$ cat src/rtl/osu_pkg.sv
package osu_pkg;

  typedef enum logic [1:0] {
    RX_IDLE,
    RX_CONFIRM,
    RX_DATA,
    RX_STOP
  } rx_phase_e;

  // Pulses per bit for the selected ratio
  function automatic int unsigned ticks_per_bit(input logic fast,
                                                input int unsigned hi,
                                                input int unsigned lo);
    return fast ? lo : hi;
  endfunction

  // Pulses from start detection to the mid-bit confirmation sample
  function automatic int unsigned ticks_to_mid(input logic fast,
                                               input int unsigned hi,
                                               input int unsigned lo);
    return ticks_per_bit(fast, hi, lo) / 2;
  endfunction

endpackage

$ cat src/rtl/osu_rx.sv
module osu_rx #(
  parameter int unsigned OSR_HI = 16,
  parameter int unsigned OSR_LO = 8,
  parameter int unsigned DW     = 8
) (
  input  logic          clk,
  input  logic          rst,
  input  logic          os_tick,
  input  logic          fast,
  input  logic          rx_in,
  output logic          rx_busy,
  output logic [DW-1:0] rx_data,
  output logic          rx_valid,
  output logic          rx_ferr
);
  import osu_pkg::*;

  localparam int unsigned CW = $clog2(OSR_HI);
  localparam int unsigned IW = (DW > 1) ? $clog2(DW) : 1;

  rx_phase_e     phase;
  logic [CW-1:0] cnt;
  logic [IW-1:0] idx;
  logic [DW-1:0] shreg;
  logic [CW-1:0] lim_full;
  logic [CW-1:0] lim_half;

  // Named internal events
  logic start_seen;
  logic mid_hit;
  logic confirm_fail;
  logic bit_hit;
  logic stop_sample;

  always_comb begin
    lim_full = CW'(ticks_per_bit(fast, OSR_HI, OSR_LO) - 1);
    lim_half = CW'(ticks_to_mid(fast, OSR_HI, OSR_LO) - 1);
  end

  assign start_seen   = (phase == RX_IDLE) && os_tick && !rx_in;
  assign mid_hit      = (phase == RX_CONFIRM) && os_tick && (cnt == lim_half);
  assign confirm_fail = mid_hit && rx_in;
  assign bit_hit      = ((phase == RX_DATA) || (phase == RX_STOP)) && os_tick && (cnt == lim_full);
  assign stop_sample  = bit_hit && (phase == RX_STOP);
  assign rx_busy      = (phase != RX_IDLE);

  always_ff @(posedge clk) begin
    if (rst) begin
      phase    <= RX_IDLE;
      cnt      <= '0;
      idx      <= '0;
      shreg    <= '0;
      rx_data  <= '0;
      rx_valid <= 1'b0;
      rx_ferr  <= 1'b0;
    end else begin
      rx_valid <= 1'b0;
      rx_ferr  <= 1'b0;
      unique case (phase)
        RX_IDLE: begin
          if (start_seen) begin
            phase <= RX_CONFIRM;
            cnt   <= '0;
          end
        end
        RX_CONFIRM: begin
          if (mid_hit) begin
            cnt <= '0;
            idx <= '0;
            phase <= rx_in ? RX_IDLE : RX_DATA;
          end else if (os_tick) begin
            cnt <= cnt + 1'b1;
          end
        end
        RX_DATA: begin
          if (bit_hit) begin
            cnt   <= '0;
            shreg <= {rx_in, shreg[DW-1:1]};
            if (idx == IW'(DW - 1)) phase <= RX_STOP;
            else                    idx   <= idx + 1'b1;
          end else if (os_tick) begin
            cnt <= cnt + 1'b1;
          end
        end
        RX_STOP: begin
          if (stop_sample) begin
            cnt      <= '0;
            phase    <= RX_IDLE;
            rx_data  <= shreg;
            rx_valid <= 1'b1;
            rx_ferr  <= !rx_in;
          end else if (os_tick) begin
            cnt <= cnt + 1'b1;
          end
        end
        default: phase <= RX_IDLE;
      endcase
    end
  end

  // a failed confirmation returns to idle and reports nothing
  p_false_start_r3: assert property (@(posedge clk) disable iff (rst)
    confirm_fail |=> (!rx_valid && !rx_busy));

  // the byte strobe lasts one cycle
  p_valid_pulse_r4: assert property (@(posedge clk) disable iff (rst)
    rx_valid |=> !rx_valid);

  // the error flag only appears with the strobe
  p_ferr_with_valid_r5: assert property (@(posedge clk) disable iff (rst)
    rx_ferr |-> rx_valid);

  // nothing moves without a pulse
  p_rx_wait_tick_r10: assert property (@(posedge clk) disable iff (rst)
    !os_tick |=> ($stable(rx_busy) && !rx_valid));

endmodule

$ cat src/rtl/osu_tx.sv
module osu_tx #(
  parameter int unsigned OSR_HI = 16,
  parameter int unsigned OSR_LO = 8,
  parameter int unsigned DW     = 8
) (
  input  logic          clk,
  input  logic          rst,
  input  logic          os_tick,
  input  logic          fast,
  input  logic [DW-1:0] tx_data,
  input  logic          tx_valid,
  output logic          tx_ready,
  output logic          tx_out,
  output logic          tx_busy
);
  import osu_pkg::*;

  localparam int unsigned CW = $clog2(OSR_HI);
  localparam int unsigned LW = $clog2(DW + 2);

  logic [CW-1:0] cnt;
  logic [LW-1:0] left;
  logic [DW:0]   frame;
  logic [CW-1:0] lim_full;

  // Named internal events
  logic accept;
  logic bit_end;

  always_comb lim_full = CW'(ticks_per_bit(fast, OSR_HI, OSR_LO) - 1);

  assign tx_ready = !tx_busy;
  assign accept   = tx_valid && tx_ready;
  assign bit_end  = tx_busy && os_tick && (cnt == lim_full);

  always_ff @(posedge clk) begin
    if (rst) begin
      tx_busy <= 1'b0;
      tx_out  <= 1'b1;
      frame   <= '1;
      left    <= '0;
      cnt     <= '0;
    end else if (accept) begin
      tx_busy <= 1'b1;
      tx_out  <= 1'b0;
      frame   <= {1'b1, tx_data};
      left    <= LW'(DW + 1);
      cnt     <= '0;
    end else if (bit_end) begin
      cnt <= '0;
      if (left == '0) begin
        tx_busy <= 1'b0;
        tx_out  <= 1'b1;
      end else begin
        tx_out <= frame[0];
        frame  <= {1'b1, frame[DW:1]};
        left   <= left - 1'b1;
      end
    end else if (tx_busy && os_tick) begin
      cnt <= cnt + 1'b1;
    end
  end

  // an idle transmitter leaves the line high
  p_ready_idle_r7: assert property (@(posedge clk) disable iff (rst)
    tx_ready |-> tx_out);

  // an accepted byte begins with a low start bit
  p_start_low_r6: assert property (@(posedge clk) disable iff (rst)
    accept |=> (!tx_out && !tx_ready));

  // the line holds without a pulse
  p_tx_hold_r10: assert property (@(posedge clk) disable iff (rst)
    (!os_tick && !accept) |=> $stable(tx_out));

endmodule

$ cat src/rtl/os_uart_core.sv
module os_uart_core #(
  parameter int unsigned OSR_HI = 16,
  parameter int unsigned OSR_LO = 8,
  parameter int unsigned DW     = 8
) (
  input  logic          clk,
  input  logic          rst,
  input  logic          os_tick,
  input  logic          mode_x8,
  input  logic          rx_in,
  output logic          tx_out,
  input  logic [DW-1:0] tx_data,
  input  logic          tx_valid,
  output logic          tx_ready,
  output logic [DW-1:0] rx_data,
  output logic          rx_valid,
  output logic          rx_ferr
);

  logic mode_q;
  logic tx_busy;
  logic rx_busy;
  logic both_idle;

  assign both_idle = !tx_busy && !rx_busy;

  always_ff @(posedge clk) begin
    if (rst)            mode_q <= 1'b0;
    else if (both_idle) mode_q <= mode_x8;
  end

  osu_rx #(.OSR_HI(OSR_HI), .OSR_LO(OSR_LO), .DW(DW)) u_rx (
    .clk      (clk),
    .rst      (rst),
    .os_tick  (os_tick),
    .fast     (mode_q),
    .rx_in    (rx_in),
    .rx_busy  (rx_busy),
    .rx_data  (rx_data),
    .rx_valid (rx_valid),
    .rx_ferr  (rx_ferr)
  );

  osu_tx #(.OSR_HI(OSR_HI), .OSR_LO(OSR_LO), .DW(DW)) u_tx (
    .clk      (clk),
    .rst      (rst),
    .os_tick  (os_tick),
    .fast     (mode_q),
    .tx_data  (tx_data),
    .tx_valid (tx_valid),
    .tx_ready (tx_ready),
    .tx_out   (tx_out),
    .tx_busy  (tx_busy)
  );

  // the ratio is frozen while either direction works
  p_mode_frozen_r9: assert property (@(posedge clk) disable iff (rst)
    (tx_busy || rx_busy) |=> $stable(mode_q));

endmodule

$ cat config.mk
export PLATFORM = sky130hd
export DESIGN_NAME = os_uart_core
export DESIGN_NICKNAME = d
export VERILOG_FILES = /design/src/rtl/osu_pkg.sv /design/src/rtl/osu_rx.sv /design/src/rtl/osu_tx.sv /design/src/rtl/os_uart_core.sv
export SDC_FILE = /design/constraint.sdc
export NUM_CORES = 1
export LEC_CHECK = 0
export BUFFER_PORTS_ARGS = -buffer_cell sky130_fd_sc_hd__buf_2
export CAP_MARGIN = 25
export CORE_ASPECT_RATIO = 0.9
export CORE_MARGIN = 2
export CORE_UTILIZATION = 60
export DETAILED_ROUTE_END_ITERATION = 16
export HOLD_SLACK_MARGIN = 0.02
export PLACE_DENSITY = 0.85
export SLEW_MARGIN = 20
export SYNTH_ARGS = -nofsm -noshare
export SYNTH_HDL_FRONTEND = slang
export SYNTH_SLANG_ARGS = --single-unit
$ cat constraint.sdc
create_clock -name clk -period 4.5 [get_ports clk]
set_input_delay 0.225 -clock clk [delete_from_list [all_inputs] [get_ports clk]]
set_output_delay 0.225 -clock clk [all_outputs]
set_load 0.02 [all_outputs]
==> implementation parameters <==
Parameter                              Value

CTS
  Number of buffers created by CTS ... 5
  Total of hold buffers inserted after clock tree synthesis ... 0
  Number of H-tree levels ... 2
  TritonCTS clock tree ... done
  Clock root buffer ... sky130_fd_sc_hd__clkbuf_8
  CTS resizes ... 0
  Number of clock sinks seen by CTS ... 46
  Number of buffers between clock root and the deepest sink ... 2
  Clk_lat worst skew ... 0.30 ns
  CTS clock-pin slew for the worst setup and hold paths ... 0.08 ns
  Buffers inserted by post-CTS timing repair ... 0

Setup path
  Worst setup path category ... register to register
  Crit-path cells ... ha_1 -> nand4_1 -> nor3_4 -> nor2_1 -> a2111oi_0
  Critical Path Fanout Max ... 21
  CP max stage cell ... sky130_fd_sc_hd__nor3_4
  Family of cells with the greatest summed delay on the critical path ... simple AND/OR/NAND/NOR gates
  Critical Path Source Type ... register
  Required time of the critical path ... 4.68 ns
  Worst Setup End Kind ... register
  Buf+Inv Stages, Crit Path ... 0
  Worst stage delay on the critical path ... 0.67 ns
  Data arrival time of the critical path ... 2.23 ns

Yosys
  Sequential-to-total area share from yosys stat ... 45.1%
  Dominant combinational cell family by area after synthesis ... simple AND/OR/NAND/NOR gates
  Area fraction of the dominant cell type after synthesis ... 45.1%
  Proportion of register bits with asynchronous set or reset after synthesis ... 0%
  Leading register cell type out of synthesis ... sky130_fd_sc_hd__dfxtp_1
  Multiplexer share of the synthesized area ... 8.33%
  XOR/XNOR share of the synthesized area ... 2.14%
  Mapped Nets ... 247
  Mapped Avg Cell Area ... 8.96 um2
  Number of synthesized flops with an enable pin ... 0
  Number of warning messages in the yosys log ... 0
  Top post-synthesis cells by area ... sky130_fd_sc_hd__dfxtp_1 (45%), sky130_fd_sc_hd__mux2i_1 (8.3%), sky130_fd_sc_hd__nor2_1 (6.6%)
  Post-synthesis sequential element count ... 46
  Count of mapped cells out of synthesis ... 228
  Distinct cells, synth ... 40
  Post-Syn Area ... 2040 um2
  Post-synthesis cell type with the largest combined area ... sky130_fd_sc_hd__dfxtp_1
  Adder and majority gate portion of the synthesized area ... 3.06%
  Simple logic cell fraction of the synthesized area ... 23.0%
  Complex-gate fraction of the synthesized area ... 14.1%

Timing
  Finish-stage setup viols ... 0
  Number of hold violations in the final report ... 0
  Post-route clock period utilization ... 45.6%
  Fmax ... 0.487 GHz
  Max-slew violations ... 0
  Clock period minus worst slack ... 2.05 ns
  RSZ-0062 raised after global routing ... false
  Worst Tran Pin Value ... 0.858 ns
  Final total negative setup slack ... 0 ns
  Slew HR ... 42.8%
  Final worst clock skew ... 0.00732 ns
  Minimum hold slack ... 0.187 ns

Finish
  Area growth from synthesis to layout ... 11.5%
  Nets@finish ... 265
  Fill cells ... 268
  Ratio of cells with drive above 1 in the final layout ... 15.8%
  Number of antenna repair diodes ... 0

Floorplanning
  Placement row count ... 20
  Area of the die ... 3890 um2
  Width of the die ... 65.5 um
  Floorplan die height ... 59.3 um
  Core footprint ... 3330 um2
  Count of pins on the block boundary ... 26
  Effective utilization at floorplan ... 61.4%

Route
  Vias/cell ... 5.68
  Total routed wirelength ... 3770 um
  Total via count after detailed routing ... 1654
  Drt first pass iters ... 4
  Number of DRC violations after detailed-routing iteration 0 ... 57
  Count of nets left with antenna violations after detail routing ... 0
  DRC errors left ... 0
  DR WL/cell ... 13.0 um

GRT
  Remaining global-route overflow ... 0
  Maximum number of pins on one net before global-route repair ... 53
  Number of antenna violations at the first check in global routing ... 0
  Global-route wire length before repair ... 6150 um
  Vias in the first global route ... 1417
  GRT Util Overall ... 20.8%

Pwr
  Worst-case vdd ir drop ... 344 uV
  Cell Pwr Density ... 323 nW/um2
  Static Leakage ... 0.920 nW

Flow run
  Count of max-cap constraint violations ... 0

Status
  Result of the run ... finished clean

Placement
  Placed wire-length estimate ... 2570 um
  Global placer's final weighted congestion ... 0.805
  Port buffer count ... 25

Worst hold path
  HP Class ... primary input to register
==> metal layers <==
metal | up-vias | part of all wire (%) | GRT usage (%)
li1 | 858 | - | -
met5 | - | 0 | 0
met2 | 34 | 49 | 34.1
met4 | 0 | 1.7 | 8.93
met1 | 757 | 45 | 26.6
met3 | 5 | 3.8 | 4.56
==> worst register-to-register path, cell delays in order (launching register included) <==
cell                        delay, ns
sky130_fd_sc_hd__dfxtp_1         0.37
sky130_fd_sc_hd__ha_1            0.20
sky130_fd_sc_hd__nand4_1         0.23
sky130_fd_sc_hd__nor3_4          0.67
sky130_fd_sc_hd__nor2_1          0.08
sky130_fd_sc_hd__a2111oi_0       0.39
==> Yosys cell counts, types with 5 or more instances <==
cell,number
sky130_fd_sc_hd__a21oi_1,10
sky130_fd_sc_hd__a221oi_1,7
sky130_fd_sc_hd__clkbuf_1,9
sky130_fd_sc_hd__dfxtp_1,46
sky130_fd_sc_hd__ha_1,5
sky130_fd_sc_hd__inv_1,6
sky130_fd_sc_hd__mux2i_1,17
sky130_fd_sc_hd__nand3_1,6
sky130_fd_sc_hd__nor2_1,36
sky130_fd_sc_hd__nor2b_1,9
sky130_fd_sc_hd__nor3_1,18
sky130_fd_sc_hd__o21ai_0,5
==> flip-flops by register name, indices dropped and copies added (netlist names), named ones only <==
signal         flops
u_rx.rx_valid      1
u_rx.phase         1
u_rx.cnt           4
u_tx.frame         8
u_rx.rx_ferr       1
u_rx.shreg         8
u_rx.idx           3
u_tx.tx_out        1
u_tx.tx_busy       1
u_tx.left          4
u_tx.cnt           4
u_rx.rx_data       8
mode_q             1
==> layout by cell type (no fill, tap or decap), types with 2 or more instances in the layout <==
cell and instances:
sky130_fd_sc_hd__dfxtp_1 46, sky130_fd_sc_hd__nor2_1 36, sky130_fd_sc_hd__buf_2 25, sky130_fd_sc_hd__mux2i_1 17, sky130_fd_sc_hd__nor3_1 17, sky130_fd_sc_hd__a21oi_1 10, sky130_fd_sc_hd__nor2b_1 9, sky130_fd_sc_hd__a221oi_1 7
sky130_fd_sc_hd__inv_1 6, sky130_fd_sc_hd__nand3_1 6, sky130_fd_sc_hd__o21ai_0 5, sky130_fd_sc_hd__ha_1 5, sky130_fd_sc_hd__clkbuf_8 5, sky130_fd_sc_hd__xnor2_1 4, sky130_fd_sc_hd__nand4_1 4, sky130_fd_sc_hd__nand2_1 4
sky130_fd_sc_hd__nor3b_1 3, sky130_fd_sc_hd__nor4_1 3, sky130_fd_sc_hd__o31ai_1 3, sky130_fd_sc_hd__o21a_1 2, sky130_fd_sc_hd__a22o_1 2, sky130_fd_sc_hd__a211oi_1 2, sky130_fd_sc_hd__or4_1 2, sky130_fd_sc_hd__a31oi_1 2
sky130_fd_sc_hd__o211ai_1 2, sky130_fd_sc_hd__clkinvlp_4 2, sky130_fd_sc_hd__buf_4 2
==> report_power, final <==
part           switching, mW  internal [mW]
combinational         0.0336         0.0224
sequential           0.00826          0.416
clock                  0.143          0.111
==> area by class of cell <==
type                       instances  area, um2  area share [%]
clock buffer                       5       68.8            3.02
clock inverter                     3       23.8            1.04
inverter                           6       22.5           0.990
multi-input combinational        160       1040            45.9
sequential                        46        921            40.5
tap                               44       55.1            2.42
timing repair buffer              27        140            6.16
==> path summary, 6_finish.rpt <==
path | start | to | slack, ns | cells after the start
hold reg to reg | u_rx.idx[2] | u_rx.idx[2] | 0.47 | 2
setup reg to reg | u_tx.cnt[0] | u_tx.left[1] | 2.45 | 5
setup / recovery | u_tx.cnt[0] | u_tx.left[1] | 2.45 | 5
hold / removal | mode_x8 | mode_q | 0.19 | 3
==> logic make-up (layout without fill, tap and decap cells) <==
group	Yosys count	in the layout
adder cells (fa/ha/maj)	5	5
flip-flops	46	46
buffers and inverters	22	41
multiplexers	17	17
AO/OA/AOI/OAI	41	41
AND/OR/NAND/NOR	92	92
XOR/XNOR	5	5
==> per-stage QoR <==
step / utilization [%] / std cells / total power [mW] / setup slack, ns / instance area [um2]
floorplan: - / 228 / 0.473 / 2.70 / 2040
global placement: 65.4 / 283 / 0.488 / 2.38 / 2180
detailed placement: 65.4 / 283 / 0.489 / 2.25 / 2180
CTS: 68.2 / 291 / 0.744 / 2.23 / 2270
global route: 68.4 / 291 / 0.772 / 2.25 / 2280
finish: 68.4 / 291 / 0.735 / 2.45 / 2280
Note: power is estimated with default switching activity, not from simulation.
